## src/rtl/gpio_lb_pkg.sv

```systemverilog
package gpio_lb_pkg;
   localparam int unsigned BUS_W  = 32;
   localparam int unsigned ADDR_W = 5;

   // register byte offsets
   typedef enum logic [ADDR_W-1:0] {
      OFS_LEVEL = 5'h00,
      OFS_DOUT  = 5'h04,
      OFS_DIR   = 5'h08,
      OFS_EDGE  = 5'h0C,
      OFS_MASK  = 5'h10,
      OFS_STAT  = 5'h14,
      OFS_OWN   = 5'h18
   } reg_ofs_e;
endpackage

```

## src/rtl/gpio_lb_sync.sv

```systemverilog
module gpio_lb_sync #(
   parameter int unsigned WIDTH  = 32,
   parameter int unsigned STAGES = 2
) (
   input  logic             clk,
   input  logic             rst_n,
   input  logic [WIDTH-1:0] raw_in,
   output logic [WIDTH-1:0] level,
   output logic [WIDTH-1:0] level_d
);
   if (STAGES < 2) begin : g_bad_stages
      $error("gpio_lb_sync: STAGES must be at least 2");
   end

   logic [WIDTH-1:0] stg [STAGES];

   for (genvar s = 0; s < STAGES; s++) begin : g_stage
      if (s == 0) begin : g_first
         always_ff @(posedge clk or negedge rst_n) begin
            if (!rst_n) stg[s] <= '0;
            else        stg[s] <= raw_in;
         end
      end else begin : g_next
         always_ff @(posedge clk or negedge rst_n) begin
            if (!rst_n) stg[s] <= '0;
            else        stg[s] <= stg[s-1];
         end
      end
   end

   // one more register holds the previous synchronized level for edge detection
   always_ff @(posedge clk or negedge rst_n) begin
      if (!rst_n) level_d <= '0;
      else        level_d <= stg[STAGES-1];
   end

   assign level = stg[STAGES-1];
endmodule

```

## src/rtl/gpio_lb_regs.sv

```systemverilog
module gpio_lb_regs
   import gpio_lb_pkg::*;
#(
   parameter int unsigned WIDTH = 32
) (
   input  logic              clk,
   input  logic              rst_n,
   input  logic              wr_en,
   input  logic [ADDR_W-1:0] addr,
   input  logic [BUS_W-1:0]  wdata,
   output logic [WIDTH-1:0]  dout_q,
   output logic [WIDTH-1:0]  dir_q,
   output logic [WIDTH-1:0]  edge_q,
   output logic [WIDTH-1:0]  mask_q,
   output logic [WIDTH-1:0]  own_q,
   output logic [WIDTH-1:0]  clr_vec
);
   logic [WIDTH-1:0] wval;
   assign wval = wdata[WIDTH-1:0];

   if (WIDTH < BUS_W) begin : g_hi_unused
      logic unused_hi;
      assign unused_hi = ^wdata[BUS_W-1:WIDTH];
   end

   logic we_dout, we_dir, we_edge, we_mask, we_own, we_stat;
   assign we_dout = wr_en && (addr == OFS_DOUT);
   assign we_dir  = wr_en && (addr == OFS_DIR);
   assign we_edge = wr_en && (addr == OFS_EDGE);
   assign we_mask = wr_en && (addr == OFS_MASK);
   assign we_own  = wr_en && (addr == OFS_OWN);
   assign we_stat = wr_en && (addr == OFS_STAT);

   assign clr_vec = we_stat ? wval : '0;

   always_ff @(posedge clk or negedge rst_n) begin
      if (!rst_n) begin
         dout_q <= '0;
         dir_q  <= '1;
         edge_q <= '0;
         mask_q <= '1;
         own_q  <= '0;
      end else begin
         if (we_dout) dout_q <= wval;
         if (we_dir)  dir_q  <= wval;
         if (we_edge) edge_q <= wval;
         if (we_mask) mask_q <= wval;
         if (we_own)  own_q  <= wval;
      end
   end


   mask_reset_chk: assert property (@(posedge clk) disable iff (!rst_n)
      $rose(rst_n) |-> (mask_q == '1 && dir_q == '1 && own_q == '0));


   mask_write_chk: assert property (@(posedge clk) disable iff (!rst_n)
      $past(we_mask) |-> (mask_q == $past(wval)));
endmodule

```

## src/rtl/gpio_lb_status.sv

```systemverilog
module gpio_lb_status #(
   parameter int unsigned WIDTH = 32
) (
   input  logic             clk,
   input  logic             rst_n,
   input  logic [WIDTH-1:0] level,
   input  logic [WIDTH-1:0] level_d,
   input  logic [WIDTH-1:0] edge_sel,
   input  logic [WIDTH-1:0] mask,
   input  logic [WIDTH-1:0] clr_vec,
   output logic [WIDTH-1:0] status_q,
   output logic             irq
);
   logic [WIDTH-1:0] hit;

   for (genvar i = 0; i < WIDTH; i++) begin : g_pin
      logic rise, fall;
      assign rise   = level[i] & ~level_d[i];
      assign fall   = ~level[i] & level_d[i];
      assign hit[i] = edge_sel[i] ? rise : fall;

      // a fresh edge wins over a clear on the same edge
      always_ff @(posedge clk or negedge rst_n) begin
         if (!rst_n)      status_q[i] <= 1'b0;
         else if (hit[i]) status_q[i] <= 1'b1;
         else if (clr_vec[i]) status_q[i] <= 1'b0;
      end
   end

   assign irq = |(status_q & ~mask);


   hit_wins_chk: assert property (@(posedge clk) disable iff (!rst_n)
      1'b1 |=> ((status_q & $past(hit)) == $past(hit)));


   sticky_chk: assert property (@(posedge clk) disable iff (!rst_n)
      ($past(clr_vec) == '0) |-> ((status_q & $past(status_q)) == $past(status_q)));


   masked_quiet_chk: assert property (@(posedge clk) disable iff (!rst_n)
      ((status_q & ~mask) == '0) |-> !irq);
endmodule

```

## src/rtl/gpio_lb_drive.sv

```systemverilog
module gpio_lb_drive #(
   parameter int unsigned WIDTH = 32
) (
   input  logic [WIDTH-1:0] dout,
   input  logic [WIDTH-1:0] dir,
   input  logic [WIDTH-1:0] own,
   output logic [WIDTH-1:0] pad_out,
   output logic [WIDTH-1:0] pad_oe
);
   for (genvar i = 0; i < WIDTH; i++) begin : g_pin
      assign pad_oe[i]  = own[i] & ~dir[i];
      assign pad_out[i] = pad_oe[i] & dout[i];
   end
endmodule

```

## src/rtl/gpio_legacy_bank.sv

```systemverilog
module gpio_legacy_bank
   import gpio_lb_pkg::*;
#(
   parameter int unsigned PIN_COUNT   = 32,
   parameter int unsigned SYNC_STAGES = 2
) (
   input  logic                 clk,
   input  logic                 rst_n,
   input  logic [ADDR_W-1:0]    bus_addr,
   input  logic                 bus_wr,
   input  logic [BUS_W-1:0]     bus_wdata,
   output logic [BUS_W-1:0]     bus_rdata,
   input  logic [PIN_COUNT-1:0] pin_in,
   output logic [PIN_COUNT-1:0] pin_out,
   output logic [PIN_COUNT-1:0] pin_oe,
   output logic                 irq
);
   if (PIN_COUNT != 16 && PIN_COUNT != 32) begin : g_bad_width
      $error("gpio_legacy_bank: PIN_COUNT must be 16 or 32");
   end

   logic [PIN_COUNT-1:0] level, level_d;
   logic [PIN_COUNT-1:0] dout_q, dir_q, edge_q, mask_q, own_q, clr_vec, status_q;

   gpio_lb_sync #(.WIDTH(PIN_COUNT), .STAGES(SYNC_STAGES)) u_sync (
      .clk(clk), .rst_n(rst_n), .raw_in(pin_in), .level(level), .level_d(level_d));

   gpio_lb_regs #(.WIDTH(PIN_COUNT)) u_regs (
      .clk(clk), .rst_n(rst_n), .wr_en(bus_wr), .addr(bus_addr), .wdata(bus_wdata),
      .dout_q(dout_q), .dir_q(dir_q), .edge_q(edge_q), .mask_q(mask_q),
      .own_q(own_q), .clr_vec(clr_vec));

   gpio_lb_status #(.WIDTH(PIN_COUNT)) u_status (
      .clk(clk), .rst_n(rst_n), .level(level), .level_d(level_d), .edge_sel(edge_q),
      .mask(mask_q), .clr_vec(clr_vec), .status_q(status_q), .irq(irq));

   gpio_lb_drive #(.WIDTH(PIN_COUNT)) u_drive (
      .dout(dout_q), .dir(dir_q), .own(own_q), .pad_out(pin_out), .pad_oe(pin_oe));

   always_comb begin
      logic [PIN_COUNT-1:0] sel;
      sel = '0;
      unique case (bus_addr)
         OFS_LEVEL: sel = level;
         OFS_DOUT:  sel = dout_q;
         OFS_DIR:   sel = dir_q;
         OFS_EDGE:  sel = edge_q;
         OFS_MASK:  sel = mask_q;
         OFS_STAT:  sel = status_q;
         OFS_OWN:   sel = own_q;
         default:   sel = '0;
      endcase
      bus_rdata = '0;
      bus_rdata[PIN_COUNT-1:0] = sel;
   end


   oe_owned_chk: assert property (@(posedge clk) disable iff (!rst_n)
      ((pin_oe & (dir_q | ~own_q)) == '0));


   irq_source_chk: assert property (@(posedge clk) disable iff (!rst_n)
      irq |-> (status_q != '0));
endmodule

```

## config.mk

```make
export PLATFORM = sky130hd
export DESIGN_NAME = gpio_legacy_bank
export DESIGN_NICKNAME = d
export VERILOG_FILES = /design/src/rtl/gpio_lb_pkg.sv /design/src/rtl/gpio_lb_sync.sv /design/src/rtl/gpio_lb_regs.sv /design/src/rtl/gpio_lb_status.sv /design/src/rtl/gpio_lb_drive.sv /design/src/rtl/gpio_legacy_bank.sv
export SDC_FILE = /design/constraint.sdc
export NUM_CORES = 1
export LEC_CHECK = 0
export BUFFER_PORTS_ARGS = -buffer_cell sky130_fd_sc_hd__buf_4
export CORE_AREA = 3 3 171 173
export DETAILED_ROUTE_END_ITERATION = 8
export DIE_AREA = 0 0 174 176
export PLACE_DENSITY = 0.69
export SLEW_MARGIN = 25
export SYNTH_ARGS = -nofsm -noshare
export SYNTH_HDL_FRONTEND = slang
export SYNTH_HIERARCHICAL = 1
export SYNTH_SLANG_ARGS = --single-unit
```

## constraint.sdc

```tcl
create_clock -name clk -period 1.5 [get_ports clk]
set_input_delay 0.225 -clock clk [delete_from_list [all_inputs] [get_ports clk]]
set_output_delay 0.225 -clock clk [all_outputs]
set_load 0.1 [all_outputs]
```

; Word-level counts from Yosys, hierarchy flattened
; Cells that the tools add are included.
[word_totals]
register_bits = 288
input_bits = 72
wordCells = 410
output_inout_bits = 97
[op_classes]
n_mux = 98
eq_ne = 6
bitwise = 226
n_reduce_logical = 40
[ops]
columns = operator, count
row1 = case mux 32 bit (7 select lines), 1
row2 = bitwise AND 1 bit, 128
row3 = two-way mux 1 bit, 96
row4 = NOT 1 bit, 96
row5 = nonzero test 2 bit, 32
row6 = bitwise AND 32 bit, 1
row7 = two-way mux 32 bit, 1
row8 = NOT 32 bit, 1
row9 = OR reduction 32 bit, 1
row10 = "== test 5 bit, second input constant", 3
row11 = "== test 5 x 4 -> 1 bit, second input constant", 2
row12 = logical AND 1 bit, 6
row13 = "== test 5 x 3 -> 1 bit, second input constant", 1
row14 = zero test 5 bit, 1

; Depth between registers and ports, before layout
; Gate-level depths: netlist of run 1.
[logic_depth]
ltp_word = 5
mapped_depth = 7
mapped_depth_nobuf = 4

; Cells and area by module
; Netlist of run 1, hierarchy kept.
[by_module_without_submodules]
columns = mod, cells_per_inst, seq_area_each_um2, area_each_um2, n_inst
row1 = gpio_lb_regs, 382, 4083.9, 6409.9, 1
row2 = gpio_lb_sync, 128, 2402.3, 2642.5, 1
row3 = gpio_lb_status, 193, 800.8, 1742.9, 1
row4 = gpio_legacy_bank, 200, 0.0, 1727.9, 1
row5 = gpio_lb_drive, 64, 0.0, 480.5, 1

; Worst setup path before layout of run 1
; Ideal clock, no wire load.
[synth_path]
path_type = input-to-output
from = input port bus_addr[1]
to = output port bus_rdata[13]
t_required_ps = 1275
path_buffers = 3
arrival_ps = 2616
path_stages = 6
setup_slack_ps = -1341
cell_sequence = buf_2 -> nor3_1 -> nand2b_1 -> buf_1 -> buf_2 -> o2111ai_1
[synth_between]
elab_chain_len = 2
elab_cells_between_ends = 8
cone_classes = eq/ne (6) / mux (1) / reduce/logical (1)
[synth_lines]
columns = element, line_no
row1 = from (decl), gpio_legacy_bank.sv:9  ; input logic [ADDR_W-1:0] bus_addr,
row2 = "== test 5 bit, or another cell as far along", gpio_legacy_bank.sv:43  ; unique case (bus_addr)
row3 = case mux 32 bit (7 select lines) (*), gpio_legacy_bank.sv:43
row4 = to (decl), gpio_legacy_bank.sv:12  ; output logic [BUS_W-1:0] bus_rdata,
; Every way passes the cells marked *; elsewhere a longest branch is shown, timed or not.

; Worst setup path in the final report of run 1
[layout_path]
from = register u_regs.mask_q[12]
to = output port irq
[layout_between]
elab_chain_len = 3
[layout_lines]
columns = element, line_no
row1 = from (decl), gpio_lb_regs.sv:14  ; output logic [WIDTH-1:0] mask_q,
row2 = from (signal assigned), gpio_lb_regs.sv:47  ; if (we_mask) mask_q <= wval;
row3 = NOT 32 bit, gpio_lb_status.sv:30  ; assign irq = |(status_q & ~mask);
row4 = bitwise AND 32 bit, gpio_lb_status.sv:30
row5 = OR reduction 32 bit, gpio_lb_status.sv:30
row6 = to (decl), gpio_legacy_bank.sv:16  ; output logic irq
; No other way between the ends.

==> results.sh, run 1 <==
export IMPL_dieArea_um2=30600
export IMPL_vias=9483
export IMPL_path_buf_inv=2
export IMPL_grt_ovfl_total=0
export IMPL_power_total_mw=25.0
export IMPL_fill_cells=1807
export IMPL_slew_violations=0
export IMPL_antenna_found_initial=0
export IMPL_synth_top_family_by_area="multiplexers"
export IMPL_core_area_um2=27800
export IMPL_finalCritPeriodShare=1.58
export IMPL_post_route_drc_count=0
export IMPL_diodes=0
export IMPL_grt_pass1_wl_mm=59.2
export IMPL_timing_final_crit_period_ns=2.36
export IMPL_antenna_left=0
export IMPL_p_leak_nw=8.85
export IMPL_gp_congestion=0.801
export IMPL_fmax_ghz=0.423
export IMPL_start_util=0.468
export IMPL_synthMuxAreaShare=0.199
export IMPL_ys_ff_latch=288
export IMPL_hold_class="in -> async"
export IMPL_violations="setup timing"
export IMPL_synth_ff_type="dfrtp_1"
export IMPL_nets=1414
export IMPL_grt_max_degree=58
export IMPL_io_pins=169
export IMPL_port_buffers=168
export IMPL_crit_path_cell_trace="o22ai_2, nor4_2, buf_4, nand4_1, buf_12"
export IMPL_fin_cells=1744
export IMPL_clk_insertion_delay_late_ns=0.55
export IMPL_vias_per_cell=5.44
export IMPL_synthAdderAreaFrac=0
export IMPL_die_w_um=174
export IMPL_synth_top_area_cell="dfrtp_1"
export IMPL_cp_start_kind="flop"
export IMPL_hold_viol=0
export IMPL_setup_viol=97
export IMPL_clockRootBuffer="clkbuf_16"
export IMPL_cts_sinks=288
export IMPL_yosys_area_share_xor_xnor=0
export IMPL_ys_warn_count=6
export IMPL_dpl_hpwl_mm=23.9
export IMPL_maxCapViolCount=0
export IMPL_syn_num_nets=1039
export IMPL_wl_per_cell_um=22.0
export IMPL_syn2layout_area_growth_pct=51.2
export IMPL_cp_end_kind="primary output"
export IMPL_grt_pass1_vias=10200
export IMPL_wirelength_mm=38.3
export IMPL_synth_edf_count=0
export IMPL_setup_slack_ns=-0.864
export IMPL_grt_total_usage=0.245
export IMPL_peakVddDrop_v=0.00120
export IMPL_dp_cells=1577
export IMPL_drtIter0Drc=669
export IMPL_path_max_fanout=3
export IMPL_clk_pin_slew_ns=0.06
export IMPL_cpPeakStageDelay_ns=0.58
export IMPL_critPathTopFamily="flip-flops"
export IMPL_crit_type="reg -> out"
export IMPL_cts_inserted_buffers=31
export IMPL_worst_pin_slew_ns=0.406
export IMPL_syn_mean_instance_area_um2=13.4
export IMPL_clock_path_buffers=3
export IMPL_syn_inst=967
export IMPL_arrival_ns=2.14
export IMPL_rows=61
export IMPL_synth_top_area_frac=0.431
export IMPL_seq_area_frac_synth=0.560
export IMPL_ys_types=41
export IMPL_rsz0062_at_grt="yes"
export IMPL_synth_cell_area_um2=13000
export IMPL_status="complete, but fails checks"
export IMPL_clock_skew_ns=0.00843
export IMPL_max_slew_margin=0.729
export IMPL_synthTopCellsByArea="dfrtp_1 43%, dfstp_2 13%, mux2_2 11%, mux2_4 3.5%, mux4_2 2.6%"
export IMPL_slowest_stage="dfstp_2"
export IMPL_power_density_nw_per_um2=1270
export IMPL_required_ns=1.27
export IMPL_first_pass_iters=7
export IMPL_htree_levels=1
export IMPL_cts_tree="done"
export IMPL_drive_above_1_share=0.571
export IMPL_async_flop_share=1.00
export IMPL_final_core_util=0.708
export IMPL_chipHeight_um=176
export IMPL_synth_compound_area_frac=0.0748
export IMPL_synthSimpleGateAreaFrac=0.115
## cells in the mapped netlist, types with 6 or more instances
master	number
mux2_4	30
inv_1	32
o22ai_1	16
o221ai_1	32
and3b_1	34
nand2_1	61
buf_4	36
nand3b_1	22
and2_1	32
nor2b_1	32
dfstp_2	64
a22o_1	16
dfrtp_1	224
clkbuf_1	6
mux4_2	15
nor2_1	30
mux2_2	128
nand2b_1	21
buf_2	24
a22oi_1	12
o2111ai_1	16
buf_6	6
mux2i_1	33
a221o_1	15
## through the flow
step	setup TNS, ns	worst slack (ns)	cell area [um^2]	hold slack, ns
4_1_cts	-30.22	-0.861	19300	0.130
2_1_floorplan	-16.38	-0.501	13700	-0.0706
6_report	-29.44	-0.864	19700	0.152
5_1_grt	-34.02	-0.908	19700	0.165
3_5_place_dp	-91.88	-0.622	16100	0.121
3_3_place_gp	-86.75	-0.605	16100	0.125
## routing by layer
metal,GRT usage,wire length [um],up-vias,share of wire
met4,0.0784,1340,0,0.035
li1,-,-,4225,-
met5,0,0,-,0
met1,0.327,16100,4882,0.42
met3,0.0411,2010,80,0.052
met2,0.412,18800,296,0.49
## final timing paths
check / start / to / slack, ns / depth (start not counted)
min in group clk: pin_in[17] / u_sync/stg[49]$_DFF_PN0_ / 0.32 / 2
min reg2reg: u_sync/stg[60]$_DFF_PN0_ / u_sync/level[28]$_DFF_PN0_ / 0.34 / 0
max: u_regs/mask_q[12]$_DFFE_PN1P_ / irq / -0.86 / 5
max reg2reg: u_regs/dir_q[14]$_DFFE_PN1P_ / u_regs/dir_q[14]$_DFFE_PN1P_ / 0.55 / 3
max in group asynchronous: rst_n / u_regs/dir_q[25]$_DFFE_PN1P_ / 0.63 / 3
min: rst_n / u_sync/level_d[30]$_DFF_PN0_ / 0.15 / 2
## final cells by class
type                    instances  area (um^2)  area share
flip-flops and latches        288         7290       0.371
multi-input cells             571         5990       0.304
repair buffers                418         4770       0.242
clock buffers                  47          946      0.0481
well taps                     378          473      0.0241
inverters                      32          120     0.00611
clock inverters                10         80.1     0.00407
## worst reg2reg max path: stages (launching register included)
cell and delay [ns]:
dfstp_2 0.55, buf_6 0.10, buf_6 0.10, mux2_2 0.15
## registers in the layout, indices dropped and copies added (netlist names)
| name | cells |
|---|---|
| u_regs/edge_q | 32 |
| u_regs/own_q | 32 |
| u_regs/dir_q | 32 |
| u_sync/level_d | 32 |
| u_status/status_q | 32 |
| u_regs/mask_q | 32 |
| u_sync/stg | 32 |
| u_sync/level | 32 |
| u_regs/dout_q | 32 |
## logic make-up (layout without fill, tap and decap cells)
| group | Yosys count | after routing |
|---|---|---|
| muxes | 208 | 208 |
| and+or+nand+nor | 249 | 249 |
| AOI/OAI and AO/OA | 114 | 114 |
| buffers and inverters | 108 | 507 |
| DFF | 288 | 288 |
## what timing repair did
action,in CTS,in global routing
endpoints found under the hold margin,423,0
endpoints found under the setup margin,117,119
hold buffers,65,0
gates resized for setup,297,69
buffers inserted,25,25
pin swaps,44,19
gates cloned,2,0
## cell usage in the layout (no fill, tap or decap), drive strengths merged, types with 22 or more instances in the layout
master	synthesis	final
and2	32	32
and3b	34	34
buf	70	352
clkbuf	6	48
dfrtp	224	224
dfstp	64	64
dlygate4sd3	0	65
inv	32	32
mux2	160	160
mux2i	33	33
nand2	61	61
nand3b	22	22
nor2	30	30
nor2b	32	32
o221ai	32	32
## power by group
group | internal (mW) | switching [mW] | leakage, nW
clock network | 4.49 | 3.05 | 0.509
registers | 9.03 | 0.971 | 3.30
logic | 3.47 | 3.98 | 5.04
(Power assumes the default switching activity.)
==> run 2: changes to the inputs <==
- CELL_PAD_IN_SITES_DETAIL_PLACEMENT: unset -> 0
- CELL_PAD_IN_SITES_GLOBAL_PLACEMENT: unset -> 2
- CORE_AREA: 3 3 171 173 -> 3 3 195 197
- DIE_AREA: 0 0 174 176 -> 0 0 198 200
- PLACE_DENSITY: 0.69 -> unset
- PLACE_DENSITY_LB_ADDON: unset -> 0.1
==> run 2 against run 1 <==
  * The flow still finishes with violations (setup timing)
  * Non-clock buffer count decreased by 3
  * Sequential power hardly changed
  * Final cell count grew 5.5%
  * Clock skew fell by 0.00072 ns
  * Via count shrank 3.4%
  * Global-route usage down 4.7 points
  * Combinational power is 0.9% higher
  * Design area increased by 1.0%
  * Count of clock-buffer cells in the layout increased by 6
  * Power is 3.9% higher
  * Setup slack gained 0.092 ns
  * Hold slack got worse by 0.14 ns
  * Critical path type unchanged
  * Critical endpoint is now bus_rdata[29]
==> results.sh, run 2 (synthesis results as in run 1) <==
export IMPL_status="complete, but fails checks"
export IMPL_violations="setup timing"
export IMPL_mostFrequentLayoutCells="224 x dfrtp_1, 190 x buf_4, 128 x mux2_2, 94 x buf_12"
export IMPL_crit_path_end="bus_rdata[29]"
export IMPL_finalCritPeriodShare=1.51
export IMPL_first_pass_iters=4
export IMPL_die_w_um=198
export IMPL_io_pins=169
export IMPL_r2r_setup_slack_ns=0.52
export IMPL_chipHeight_um=200
export IMPL_cts_inserted_buffers=36
export IMPL_reg2reg_to="u_status/status_q[12]$_DFFE_PN0P_"
export IMPL_cts_sinks=288
export IMPL_hold_class="in -> reg"
export IMPL_whs_ns=0.0157
export IMPL_setup_slack_ns=-0.772
export IMPL_dpl_hpwl_mm=25.9
export IMPL_cts_tree="done"
export IMPL_grt_pass1_wl_mm=59.9
export IMPL_required_ns=1.27
export IMPL_antenna_left=0
export IMPL_grt_ovfl_total=0
export IMPL_arrival_ns=2.05
export IMPL_post_route_drc_count=0
export IMPL_setup_viol=97
export IMPL_wl_per_cell_um=21.3
export IMPL_vias_per_cell=4.98
export IMPL_antenna_found_initial=0
export IMPL_tns_ns=-27.05
export IMPL_cp_end_kind="primary output"
export IMPL_min_from="bus_wdata[14]"
export IMPL_grt_total_usage=0.198
export IMPL_maxCapViolCount=0
export IMPL_timing_final_crit_period_ns=2.27
export IMPL_nets=1416
export IMPL_hold_viol=0
export IMPL_startpoint="u_regs/mask_q[29]$_DFFE_PN1P_"
export IMPL_dieArea_um2=39600
export IMPL_p_leak_nw=8.88
export IMPL_place_area_um2=16300
export IMPL_rsz0062_at_grt="yes"
export IMPL_grt_max_degree=63
export IMPL_fill_cells=3101
export IMPL_clk_pin_slew_ns=0.06
export IMPL_vias=9164
export IMPL_rows=70
export IMPL_worstReg2RegStart="u_sync/level[12]$_DFF_PN0_"
export IMPL_worstRegToRegCells=4
export IMPL_drtIter0Drc=348
export IMPL_path_max_fanout=2
export IMPL_worst_pin_slew_ns=0.385
export IMPL_syn2layout_area_growth_pct=52.7
export IMPL_clock_skew_ns=0.00771
export IMPL_port_buffers=168
export IMPL_core_area_um2=36400
export IMPL_clk_insertion_delay_late_ns=0.52
export IMPL_wirelength_mm=39.2
export IMPL_diodes=0
export IMPL_final_common_cell="dfrtp_1"
export IMPL_crit_type="reg -> out"
export IMPL_gp_congestion=0.800
export IMPL_clock_path_buffers=3
export IMPL_htree_levels=2
export IMPL_power_density_nw_per_um2=1310
export IMPL_grt_pass1_vias=9801
export IMPL_fmax_ghz=0.440
export IMPL_cp_start_kind="flop"
export IMPL_peakVddDrop_v=0.000994
export IMPL_drive_above_1_share=0.564
export IMPL_clockRootBuffer="clkbuf_16"
export IMPL_postLayoutCellArea_um2=19900
export IMPL_start_util=0.357
export IMPL_max_slew_margin=0.743
export IMPL_slew_violations=0
[run 2: cell count changes in the layout (fill, tap and decap cells not counted), sizes merged]
cell	change
buf	-2
bufinv	+1
clkbuf	+6
clkinv	+1
clkinvlp	-2
dlygate4sd3	-1
inv	+3
[run 2: critical path: stages (launching register included)]
cell     delay [ns]
dfstp_2        0.38
buf_4          0.13
mux4_2         0.46
a221o_4        0.38
buf_12         0.17
[run 2: cell type report]
class | count | area, um^2 | area share
Timing Repair Buffer | 415 | 4730 | 0.238
Inverter | 32 | 120 | 0.00605
Clock inverter | 13 | 126 | 0.00636
Sequential cell | 288 | 7290 | 0.367
Tap cell | 468 | 586 | 0.0295
Clock buffer | 53 | 1030 | 0.0517
Multi-Input combinational cell | 571 | 5980 | 0.301
[run 2: where the power goes]
group          total [mW]  internal, mW  switching [mW]  leakage [nW]
combinational        7.52          3.56            3.95          5.01
sequential           9.97          9.04           0.937          3.30
clock                8.48          5.11            3.37         0.572
[run 2: timing repair]
item                                    4_1_cts  5_1_grt
endpoints found under the hold margin       410        0
hold buffers                                 64        0
gates resized for setup                     313       46
endpoints found under the setup margin       97       97
gates cloned                                  0        1
setup buffers                                28       21
pin swaps                                    31        9
[run 2: how the worst min path moves through the flow]
stage | to | cells past startpoint
after floorplan | u_regs/dout_q[0]$_DFFE_PN0P_ | 0
after global placement | u_sync/stg[62]$_DFF_PN0_ | 1
after detailed placement | u_sync/stg[62]$_DFF_PN0_ | 1
after CTS | u_regs/dout_q[14]$_DFFE_PN0P_ | 2
after global routing | u_regs/dir_q[14]$_DFFE_PN1P_ | 2
final | u_regs/dout_q[14]$_DFFE_PN0P_ | 2
[run 2: through the flow]
step           utilization  instances  setup slack (ns)  total power [mW]
2_1_floorplan            -        967            -0.501              14.1
3_3_place_gp         0.447       1668            -0.591              15.9
3_5_place_dp         0.447       1668            -0.542              15.9
4_1_cts              0.536       1823            -0.866              26.0
5_1_grt              0.545       1840            -0.904              27.1
6_report             0.545       1840            -0.772              26.0
[run 2: routing by layer]
layer / track usage / vias up / wire length, um
met5: 0 / - / 0
met2: 0.329 / 180 / 19100
met4: 0.0377 / 0 / 600
li1: - / 4246 / -
met3: 0.0317 / 44 / 1520
met1: 0.278 / 4694 / 18000
